**config.mk**
```make
export PLATFORM = sky130hd
export DESIGN_NAME = plx_router
export DESIGN_NICKNAME = d
export VERILOG_FILES = /design/src/rtl/plx_pkg.sv /design/src/rtl/plx_arb.sv /design/src/rtl/plx_target.sv /design/src/rtl/plx_state.sv /design/src/rtl/plx_router.sv
export SDC_FILE = /design/constraint.sdc
export NUM_CORES = 1
export LEC_CHECK = 0
export CAP_MARGIN = 30
export CORE_MARGIN = 2
export CORE_UTILIZATION = 49
export CTS_BUF_LIST = sky130_fd_sc_hd__clkbuf_4
export CTS_CLUSTER_SIZE = 16
export DETAILED_ROUTE_END_ITERATION = 10
export PLACE_DENSITY_LB_ADDON = 0.15
export SLEW_MARGIN = 5
export SYNTH_ARGS = -nofsm -noshare
export SYNTH_HDL_FRONTEND = slang
export SYNTH_SLANG_ARGS = --single-unit
export TNS_END_PERCENT = 30
```
**constraint.sdc**
```tcl
create_clock -name clk -period 1.7 [get_ports clk]
set_input_delay 0.255 -clock clk [delete_from_list [all_inputs] [get_ports clk]]
set_output_delay 0.255 -clock clk [all_outputs]
set_load 0.005 [all_outputs]
```
**src/rtl/plx_pkg.sv**
```systemverilog
package plx_pkg;
  typedef logic [1:0] lvl_t;

  typedef enum logic [1:0] {
    CAUSE_SYNC = 2'd0,
    CAUSE_SERR = 2'd1,
    CAUSE_FIQ  = 2'd2,
    CAUSE_IRQ  = 2'd3
  } cause_e;

  localparam int NLVL    = 4;
  localparam int NASYNC  = 3;
  localparam int RT_IRQ  = 0;
  localparam int RT_FIQ  = 1;
  localparam int RT_SERR = 2;
  localparam int RT_WIDE = 3;
  localparam int RT_W    = 4;
endpackage

```
**src/rtl/plx_arb.sv**
```systemverilog
module plx_arb
  import plx_pkg::*;
(
  input  logic   sync_req,
  input  logic   serr_req,
  input  logic   fiq_req,
  input  logic   irq_req,
  input  logic   cur_masked,
  output logic   take,
  output logic   is_async,
  output cause_e cause
);
  logic [NASYNC-1:0] areq;
  logic [NASYNC-1:0] agate;
  cause_e            acode [NASYNC];

  // index 0 lowest priority, highest index wins
  assign areq     = {serr_req, fiq_req, irq_req};
  assign acode[0] = CAUSE_IRQ;
  assign acode[1] = CAUSE_FIQ;
  assign acode[2] = CAUSE_SERR;

  for (genvar g = 0; g < NASYNC; g++) begin : g_gate
    assign agate[g] = areq[g] & ~cur_masked;
  end

  always_comb begin
    cause    = CAUSE_SYNC;
    is_async = 1'b0;
    for (int i = 0; i < NASYNC; i++) begin
      if (agate[i]) begin
        cause    = acode[i];
        is_async = 1'b1;
      end
    end
    if (sync_req) begin
      cause    = CAUSE_SYNC;
      is_async = 1'b0;
    end
  end

  assign take = sync_req | (|agate);
endmodule

```
**src/rtl/plx_target.sv**
```systemverilog
module plx_target
  import plx_pkg::*;
#(
  parameter bit IMPL_L2 = 1'b1,
  parameter bit IMPL_L3 = 1'b1
) (
  input  cause_e          cause,
  input  lvl_t            cur,
  input  logic [RT_W-1:0] l3_route,
  input  logic [RT_W-1:0] l2_route,
  output lvl_t            tgt,
  output logic            wide
);
  int   rbit;
  lvl_t floor1;
  lvl_t raw;
  lvl_t folded;

  assign floor1 = (cur == 2'd0) ? 2'd1 : cur;

  always_comb begin
    unique case (cause)
      CAUSE_IRQ:  rbit = RT_IRQ;
      CAUSE_FIQ:  rbit = RT_FIQ;
      CAUSE_SERR: rbit = RT_SERR;
      default:    rbit = RT_IRQ;
    endcase
  end

  always_comb begin
    if (cause == CAUSE_SYNC)    raw = floor1;
    else if (l3_route[rbit])    raw = 2'd3;
    else if (l2_route[rbit])    raw = 2'd2;
    else                        raw = floor1;
  end

  always_comb begin
    folded = raw;
    if (folded == 2'd3 && !IMPL_L3) folded = 2'd2;
    if (folded == 2'd2 && !IMPL_L2) folded = 2'd1;
    if (folded < cur)               folded = cur;
    tgt = folded;
  end

  always_comb begin
    unique case (tgt)
      2'd3:    wide = 1'b1;
      2'd2:    wide = IMPL_L3 ? l3_route[RT_WIDE] : 1'b1;
      2'd1:    wide = IMPL_L2 ? l2_route[RT_WIDE]
                              : (IMPL_L3 ? l3_route[RT_WIDE] : 1'b1);
      default: wide = 1'b1;
    endcase
  end
endmodule

```
**src/rtl/plx_state.sv**
```systemverilog
module plx_state
  import plx_pkg::*;
#(
  parameter bit IMPL_L2 = 1'b1,
  parameter bit IMPL_L3 = 1'b1
) (
  input  logic            clk,
  input  logic            rst_n,
  input  logic            take,
  input  logic            is_async,
  input  lvl_t            tgt,
  input  logic            wide_in,
  input  logic            eret_req,
  input  lvl_t            eret_lvl,
  output lvl_t            cur_lvl,
  output logic            taken,
  output logic            hdl_wide,
  output logic            eret_bad,
  output logic [NLVL-1:0] lvl_mask
);
  localparam lvl_t RST_LVL = IMPL_L3 ? 2'd3 : (IMPL_L2 ? 2'd2 : 2'd1);

  lvl_t            cur_q,  cur_n;
  logic            tk_q,   tk_n;
  logic            wide_q, wide_n;
  logic            bad_q,  bad_n;
  logic [NLVL-1:0] mask_q, mask_n;
  logic            ret_impl;
  logic            ret_ok;
  logic            ret_go;
  logic            lvl_en;

  always_comb begin
    unique case (eret_lvl)
      2'd3:    ret_impl = IMPL_L3;
      2'd2:    ret_impl = IMPL_L2;
      default: ret_impl = 1'b1;
    endcase
  end

  assign ret_ok = ret_impl && (eret_lvl <= cur_q);
  assign ret_go = !take && eret_req && ret_ok;
  assign lvl_en = take | ret_go;

  always_comb begin
    cur_n  = cur_q;
    wide_n = wide_q;
    if (take) begin
      cur_n  = tgt;
      wide_n = wide_in;
    end else if (ret_go) begin
      cur_n  = eret_lvl;
    end
  end

  assign tk_n  = take;
  assign bad_n = !take && eret_req && !ret_ok;

  for (genvar g = 0; g < NLVL; g++) begin : g_mask
    assign mask_n[g] = (take && is_async && tgt == lvl_t'(g)) ? 1'b1 :
                       (ret_go && cur_q == lvl_t'(g))         ? 1'b0 :
                                                                mask_q[g];
  end

  always_ff @(posedge clk or negedge rst_n) begin
    if (!rst_n) begin
      cur_q  <= RST_LVL;
      wide_q <= 1'b1;
      mask_q <= '0;
    end else if (lvl_en) begin
      cur_q  <= cur_n;
      wide_q <= wide_n;
      mask_q <= mask_n;
    end
  end

  always_ff @(posedge clk or negedge rst_n) begin
    if (!rst_n) begin
      tk_q  <= 1'b0;
      bad_q <= 1'b0;
    end else begin
      tk_q  <= tk_n;
      bad_q <= bad_n;
    end
  end

  assign cur_lvl  = cur_q;
  assign taken    = tk_q;
  assign hdl_wide = wide_q;
  assign eret_bad = bad_q;
  assign lvl_mask = mask_q;
endmodule

```
**src/rtl/plx_router.sv**
```systemverilog
module plx_router
  import plx_pkg::*;
#(
  parameter bit IMPL_L2 = 1'b1,
  parameter bit IMPL_L3 = 1'b1
) (
  input  logic        clk,
  input  logic        rst_n,
  input  logic        sync_req,
  input  logic        irq_req,
  input  logic        fiq_req,
  input  logic        serr_req,
  input  logic        eret_req,
  input  logic [1:0]  eret_lvl,
  input  logic [3:0]  l3_route,
  input  logic [3:0]  l2_route,
  output logic [1:0]  cur_lvl,
  output logic        taken,
  output logic        hdl_wide,
  output logic        eret_bad,
  output logic [3:0]  lvl_mask
);
  logic [1:0] rs_q;
  logic       rst_n_s;
  logic       take;
  logic       is_async;
  cause_e     cause;
  lvl_t       tgt;
  logic       wide;
  logic       cur_masked;

  always_ff @(posedge clk or negedge rst_n) begin
    if (!rst_n) rs_q <= 2'b00;
    else        rs_q <= {rs_q[0], 1'b1};
  end
  assign rst_n_s = rs_q[1];

  assign cur_masked = lvl_mask[cur_lvl];

  plx_arb u_arb (
    .sync_req   (sync_req),
    .serr_req   (serr_req),
    .fiq_req    (fiq_req),
    .irq_req    (irq_req),
    .cur_masked (cur_masked),
    .take       (take),
    .is_async   (is_async),
    .cause      (cause)
  );

  plx_target #(.IMPL_L2(IMPL_L2), .IMPL_L3(IMPL_L3)) u_tgt (
    .cause    (cause),
    .cur      (cur_lvl),
    .l3_route (l3_route),
    .l2_route (l2_route),
    .tgt      (tgt),
    .wide     (wide)
  );

  plx_state #(.IMPL_L2(IMPL_L2), .IMPL_L3(IMPL_L3)) u_st (
    .clk      (clk),
    .rst_n    (rst_n_s),
    .take     (take),
    .is_async (is_async),
    .tgt      (tgt),
    .wide_in  (wide),
    .eret_req (eret_req),
    .eret_lvl (eret_lvl),
    .cur_lvl  (cur_lvl),
    .taken    (taken),
    .hdl_wide (hdl_wide),
    .eret_bad (eret_bad),
    .lvl_mask (lvl_mask)
  );
endmodule

```
==> run metrics, run 1 <==
fmax=335 MHz; RSZ-0062 raised after global routing=yes; main area contributors after synthesis=dfrtp_1 27%, ha_1 13%, dfstp_2 11%; 1st-pass router iterations=4; Post-synth ARST share=100%; final net count=160; Final Critical Period=2.99 ns; Crit Path Category=register to register; port buffer count=25; Placed Area=0.00122 mm²; CTS Sinks=11; Mapped Cells=72; # fillers=47; htree depth=1; LEAKAGE=0.649 nW; Ports=26; Via-to-Cell Ratio=5.90; initial antenna violation count=0; HPWL Detailed=1.54 mm; R2R cell count=14; Yosys cell types=25; Synth area leader=dfrtp_1; final WL=3.03 mm; full die area=0.00186 mm²; status=complete, but fails checks; initial DRC count=24; Antenna Nets Post-Route=0; core area=0.00147 mm²; crit start category=register; vias in the first global route=885; setup TNS=-7.66 ns; clock tree buffer depth=2; final worst setup slack=-1.29 ns; synthesis warning total=0; Clock Skew=0.00491 ns; diode count=0; root buf cell=clkbuf_4; Post-synth top flop=dfrtp_1; Syn-to-layout area delta=85.1%; area of the mapped netlist=749 µm²; Starting Density=50.9%; Design Power=1.84 mW; power per cell area=1330 mW/mm²; post-placement cell count=138; Post-Layout Cell Count=150; Fin. Hold Viols=0; crit end category=register; syn nets=97; via count=885; global-route wire length before repair=4.24 mm; max-cap viol count=0; Finished Cell Area=0.00139 mm²; Remaining DRCs=0; CTS Buf Count=3; failing checks=setup timing; CTS tree=done; num rows=14; Syn Area/Cell=10.4 µm²; global placement routability congestion=0.861; fin crit share=176%; sequential area share after synthesis=37.2%; HP Class=register to async pin; Seq cells post-synth=11; worst-path maximum fanout=3; total gr overflow=0; largest net degree at the start of global routing=11; Setup violations, final=9; Die Ht=43.1 µm; Clock transition at path regs=0.07 ns; Total GRT Usage=31.5%; Max Transition Viols Final=0; Die X=43.1 µm; CP Data Required Time=1.84 ns; number of enable flip-flop cells after synthesis=0; DR WL/cell=20.2 µm; clock latency on the worst-skew pair=0.26 ns; WP data arrival=3.13 ns; layout cells sized above 1=47.0%; Peak VDD IR=1.04 mV; share of the synthesized area in the top cell type=26.7%
[critical path, cell delays in order, from the launching register on]
cell and delay [ns]:
dfstp_2 0.54, mux4_2 0.55, nor3_4 0.25, a21oi_2 0.09, inv_2 0.08, ha_4 0.21
nor2_4 0.10, nor2_2 0.05, a221oi_2 0.32, inv_1 0.14, buf_4 0.16, buf_6 0.10
ha_2 0.17, nand2_1 0.05, nand2_1 0.05
[power by group]
part           internal, mW  switching [mW]  leakage [nW]
clock network         0.107          0.0805        0.0184
logic                 0.670           0.572         0.501
registers             0.358          0.0532         0.129
total                  1.14           0.705         0.649
[layout make-up]
cell class	count	area (µm²)	share of cell area, %
tap	16	20.0	1.44
clock buffer	4	30.0	2.16
inverter	7	26.3	1.89
sequential	11	279	20.1
timing repair buffer	59	519	37.4
multi-input combinational	53	513	37.0
[metrics by stage]
stage / utilization, % / setup WS (ns) / hold WS (ns)
finish: 94.3 / -1.29 / 0.146
global placement: 82.7 / -1.30 / 0.140
floorplan: - / -1.30 / -0.0406
detailed placement: 82.7 / -1.40 / 0.146
CTS: 90.7 / -1.13 / 0.137
global route: 94.3 / -1.39 / 0.155
[flip-flops by register name, indices dropped and copies added, names as in the netlist]
register / flops
rs_q: 2
u_st.cur_lvl: 2
u_st.eret_bad: 1
u_st.hdl_wide: 1
u_st.lvl_mask: 4
u_st.taken: 1
[cells in the final DEF (no fill, tap or decap), types with 2 or more instances in the layout]
cell and n:
buf_4 30, clkdlybuf4s50_1 24, nand2_1 8, dfrtp_1 8
inv_1 6, mux2i_1 5, ha_1 4, clkbuf_4 4
buf_6 4, a221oi_2 3, dfstp_2 3, nor3_1 2
mux2i_2 2, a21oi_2 2, nor2_1 2, o21ai_2 2
o31ai_1 2, a22o_1 2, ha_4 2, ha_2 2
[kinds of logic after synthesis]
kind of cell	synth area share, %
simple gates	14.0
fa+ha+maj	13.4
compound gates	14.5
buf+inv	5.01
other cells	0.500
mux	15.4
flops	37.2
[worst paths after layout]
| path | startpoint | endpoint | slack, ns |
|---|---|---|---|
| setup / recovery | u_st.cur_lvl[0] | u_st.lvl_mask[3] | -1.29 |
| setup reg to reg | u_st.cur_lvl[0] | u_st.lvl_mask[3] | -1.29 |
| max in group asynchronous | rs_q[1] | u_st.cur_lvl[1] | 1.24 |
| hold reg to reg | rs_q[1] | u_st.lvl_mask[1] | 0.15 |
| min in group clk | rs_q[0] | rs_q[1] | 0.36 |
| hold / removal | rs_q[1] | u_st.lvl_mask[1] | 0.15 |
[timing repair]
item / 4_1_cts / 5_1_grt
pin swaps: 3 / 4
endpoints found under the setup margin: 10 / 9
gates resized for setup: 11 / 11
hold buffers: 0 / 0
buffers inserted: 6 / 2
[metal layers]
layer	wire (µm)	part of all wire [%]	track usage, %
met4	105	3.5	13.3
met5	0	0	0
met2	1530	51	50.4
met1	1150	38	41.2
met3	240	7.9	5.53
[synth_stat cells (2+ instances only)]
library cell  number
a21oi_1            3
a221oi_2           2
a22o_1             2
dfrtp_1            8
dfstp_2            3
ha_1               8
inv_1              7
mux2_2             2
mux2i_1            7
nand2_1            8
nor2_1             4
nor3_1             2
o21ai_0            3
o31ai_1            2
(Power assumes the default switching activity.)
==> run 2, diff against run 1 <==
CELL_PAD_IN_SITES_DETAIL_PLACEMENT = 1   (was not set)
CELL_PAD_IN_SITES_GLOBAL_PLACEMENT = 2   (was not set)
CORE_UTILIZATION = 30   (was 49)
==> run 2 against run 1 <==
The run still ends with setup timing left. Global-route usage fell by 9.1 points. Design area rose by 0.81%. Largest power group unchanged. Sequential cell count did not move. First-iteration DRC count fell by 96%. Largest cell class is now multi-input gates. Utilization fell by 37 points. Sequential share of layout area fell by 0.16 points. Routed wire length fell by 8.0%. Register-to-register slack improved by 0.22 ns. Count of clock-buffer cells in the layout did not move.
==> run metrics, run 2 (synthesis results as in run 1) <==
WP data arrival=2.96 ns (-0.17 ns); Remaining DRCs=0 (unchanged); Antenna Nets Post-Route=0 (unchanged); crit end category=register; CP Data Required Time=1.90 ns (+0.06 ns); CTS Buf Count=3 (unchanged); Crit Path Category=register to register; worst-path maximum fanout=2 (-1); Via-to-Cell Ratio=5.01 (-15%); flop-to-flop setup slack=-1.07 ns (+0.22 ns); global-route wire length before repair=4.35 mm (+2.8%); Clock Skew=0.00812 ns (+0.00321 ns); largest net degree at the start of global routing=11 (unchanged); 1st-pass router iterations=4 (unchanged); Die Ht=54.0 µm (+25%); CTS tree=done; final net count=157 (-1.9%); R2R cell count=12 (-2); power per cell area=1240 mW/mm² (-6.3%); Total GRT Usage=22.3% (-9.1 points); commonest non-fill, non-tap cell in the layout=buf_4; Reg2Reg Capture Point=u_st.hdl_wide; diode count=0 (unchanged); Ports=26 (unchanged); Worst R2R Start=u_st.cur_lvl[0]; HPWL Detailed=1.94 mm (+26%); Final Critical Period=2.77 ns (-0.223 ns); Syn-to-layout area delta=86.6%; num rows=18 (+4); DR WL/cell=17.3 µm (-14%); status=complete, but fails checks; clock tree buffer depth=2 (unchanged); clock latency on the worst-skew pair=0.27 ns (about the same); core area=0.00243 mm² (+65%); vias in the first global route=849 (-4.1%); Peak VDD IR=0.792 mV (-24%); max-cap viol count=0 (unchanged); initial antenna violation count=0 (unchanged); fin crit share=163% (-13 points); CTS Sinks=11 (unchanged); RSZ-0062 raised after global routing=yes; full die area=0.00291 mm² (+57%); WHS=0.144 ns (-0.00151 ns); HP Class=primary input to async pin; layout cells sized above 1=47.3% (+0.31 points); htree depth=1 (unchanged); Starting Density=30.8% (-20 points); Clock transition at path regs=0.07 ns (about the same); Setup violations, final=9 (unchanged); fmax=362 MHz (+8.1%); max reg flops=4 (unchanged); failing checks=setup timing; Max Transition Viols Final=0 (unchanged); port buffer count=25 (unchanged); via count=806 (-8.9%); total gr overflow=0 (unchanged); initial DRC count=1 (-96%); most frequent cells in the layout=29 x buf_4, 23 x clkdlybuf4s50_1, 8 x dfrtp_1; Fin. Hold Viols=0 (unchanged); Die X=54.0 µm (+25%); global placement routability congestion=0.825 (-4.2%); crit start category=register; setup TNS=-6.11 ns (+1.56 ns); LEAKAGE=0.634 nW (-2.3%); final worst setup slack=-1.07 ns (+0.223 ns); root buf cell=clkbuf_4; final WL=2.78 mm (-8.0%)
==> run 2: changes by cell type in the layout (fill, tap and decap cells not counted), moves of 2 or more <==
| cell | delta |
|---|---|
| nand2_2 | +2 |
| ha_4 | +2 |
| buf_6 | -2 |
| nand2_1 | -2 |
| ha_1 | -2 |
==> run 2: worst max-delay path by stage <==
stage	startpoint	endpoint
floorplan	u_st.cur_lvl[0]	u_st.hdl_wide
global placement	fiq_req	u_st.hdl_wide
detailed placement	fiq_req	u_st.hdl_wide
CTS	u_st.cur_lvl[0]	u_st.hdl_wide
global route	u_st.cur_lvl[0]	u_st.hdl_wide
finish	u_st.cur_lvl[0]	u_st.hdl_wide
==> run 2: layout make-up <==
type	count	area, µm²
clock buffer	4	30.0
tap	30	37.5
timing repair buffer	56	488
multi-input combinational	53	538
sequential	11	279
fill	282	1030
inverter	7	26.3
==> run 2: power breakdown <==
part           leakage (nW)  total (mW)  switching (mW)  internal, mW
Sequential            0.129       0.407          0.0487         0.358
Clock                0.0184       0.200          0.0936         0.107
Combinational         0.486        1.13           0.509         0.622
==> run 2: repair_timing <==
| item | CTS | global route |
|---|---|---|
| buffers inserted | 5 | 2 |
| hold buffers | 0 | 0 |
| endpoints found under the hold margin | 0 | 0 |
| pin swaps | 12 | 1 |
| setup endpoints to repair | 10 | 9 |
| gates resized for setup | 22 | 4 |
==> run 2: routing by layer <==
layer	part of all wire (%)	vias to the layer above	global-route usage, %
met3	3.1	2	4.17
li1	-	375	-
met5	0	-	0
met2	57	15	41.7
met1	39	414	25.9
met4	0.43	0	5.83
==> run 2: worst max-delay path, stage by stage (launching register included) <==
cell      delay [ns]
dfstp_2         0.55
mux4_2          0.53
nor3_4          0.17
a21oi_2         0.11
inv_2           0.08
ha_4            0.21
o21ai_2         0.12
a21oi_2         0.05
a221oi_2        0.21
inv_1           0.09
ha_2            0.21
a221oi_2        0.27
a21oi_1         0.10
==> run 2: metrics by stage <==
step / setup slack (ns) / utilization (%) / cell area, µm² / total power, mW / std cells
2_1_floorplan: -1.30 / - / 762 / 0.860 / 72
3_3_place_gp: -1.33 / 50.7 / 1230 / 1.32 / 152
3_5_place_dp: -1.43 / 50.7 / 1230 / 1.36 / 152
4_1_cts: -1.06 / 57.3 / 1390 / 1.72 / 161
5_1_grt: -1.25 / 57.5 / 1400 / 1.86 / 161
6_report: -1.07 / 57.5 / 1400 / 1.74 / 161
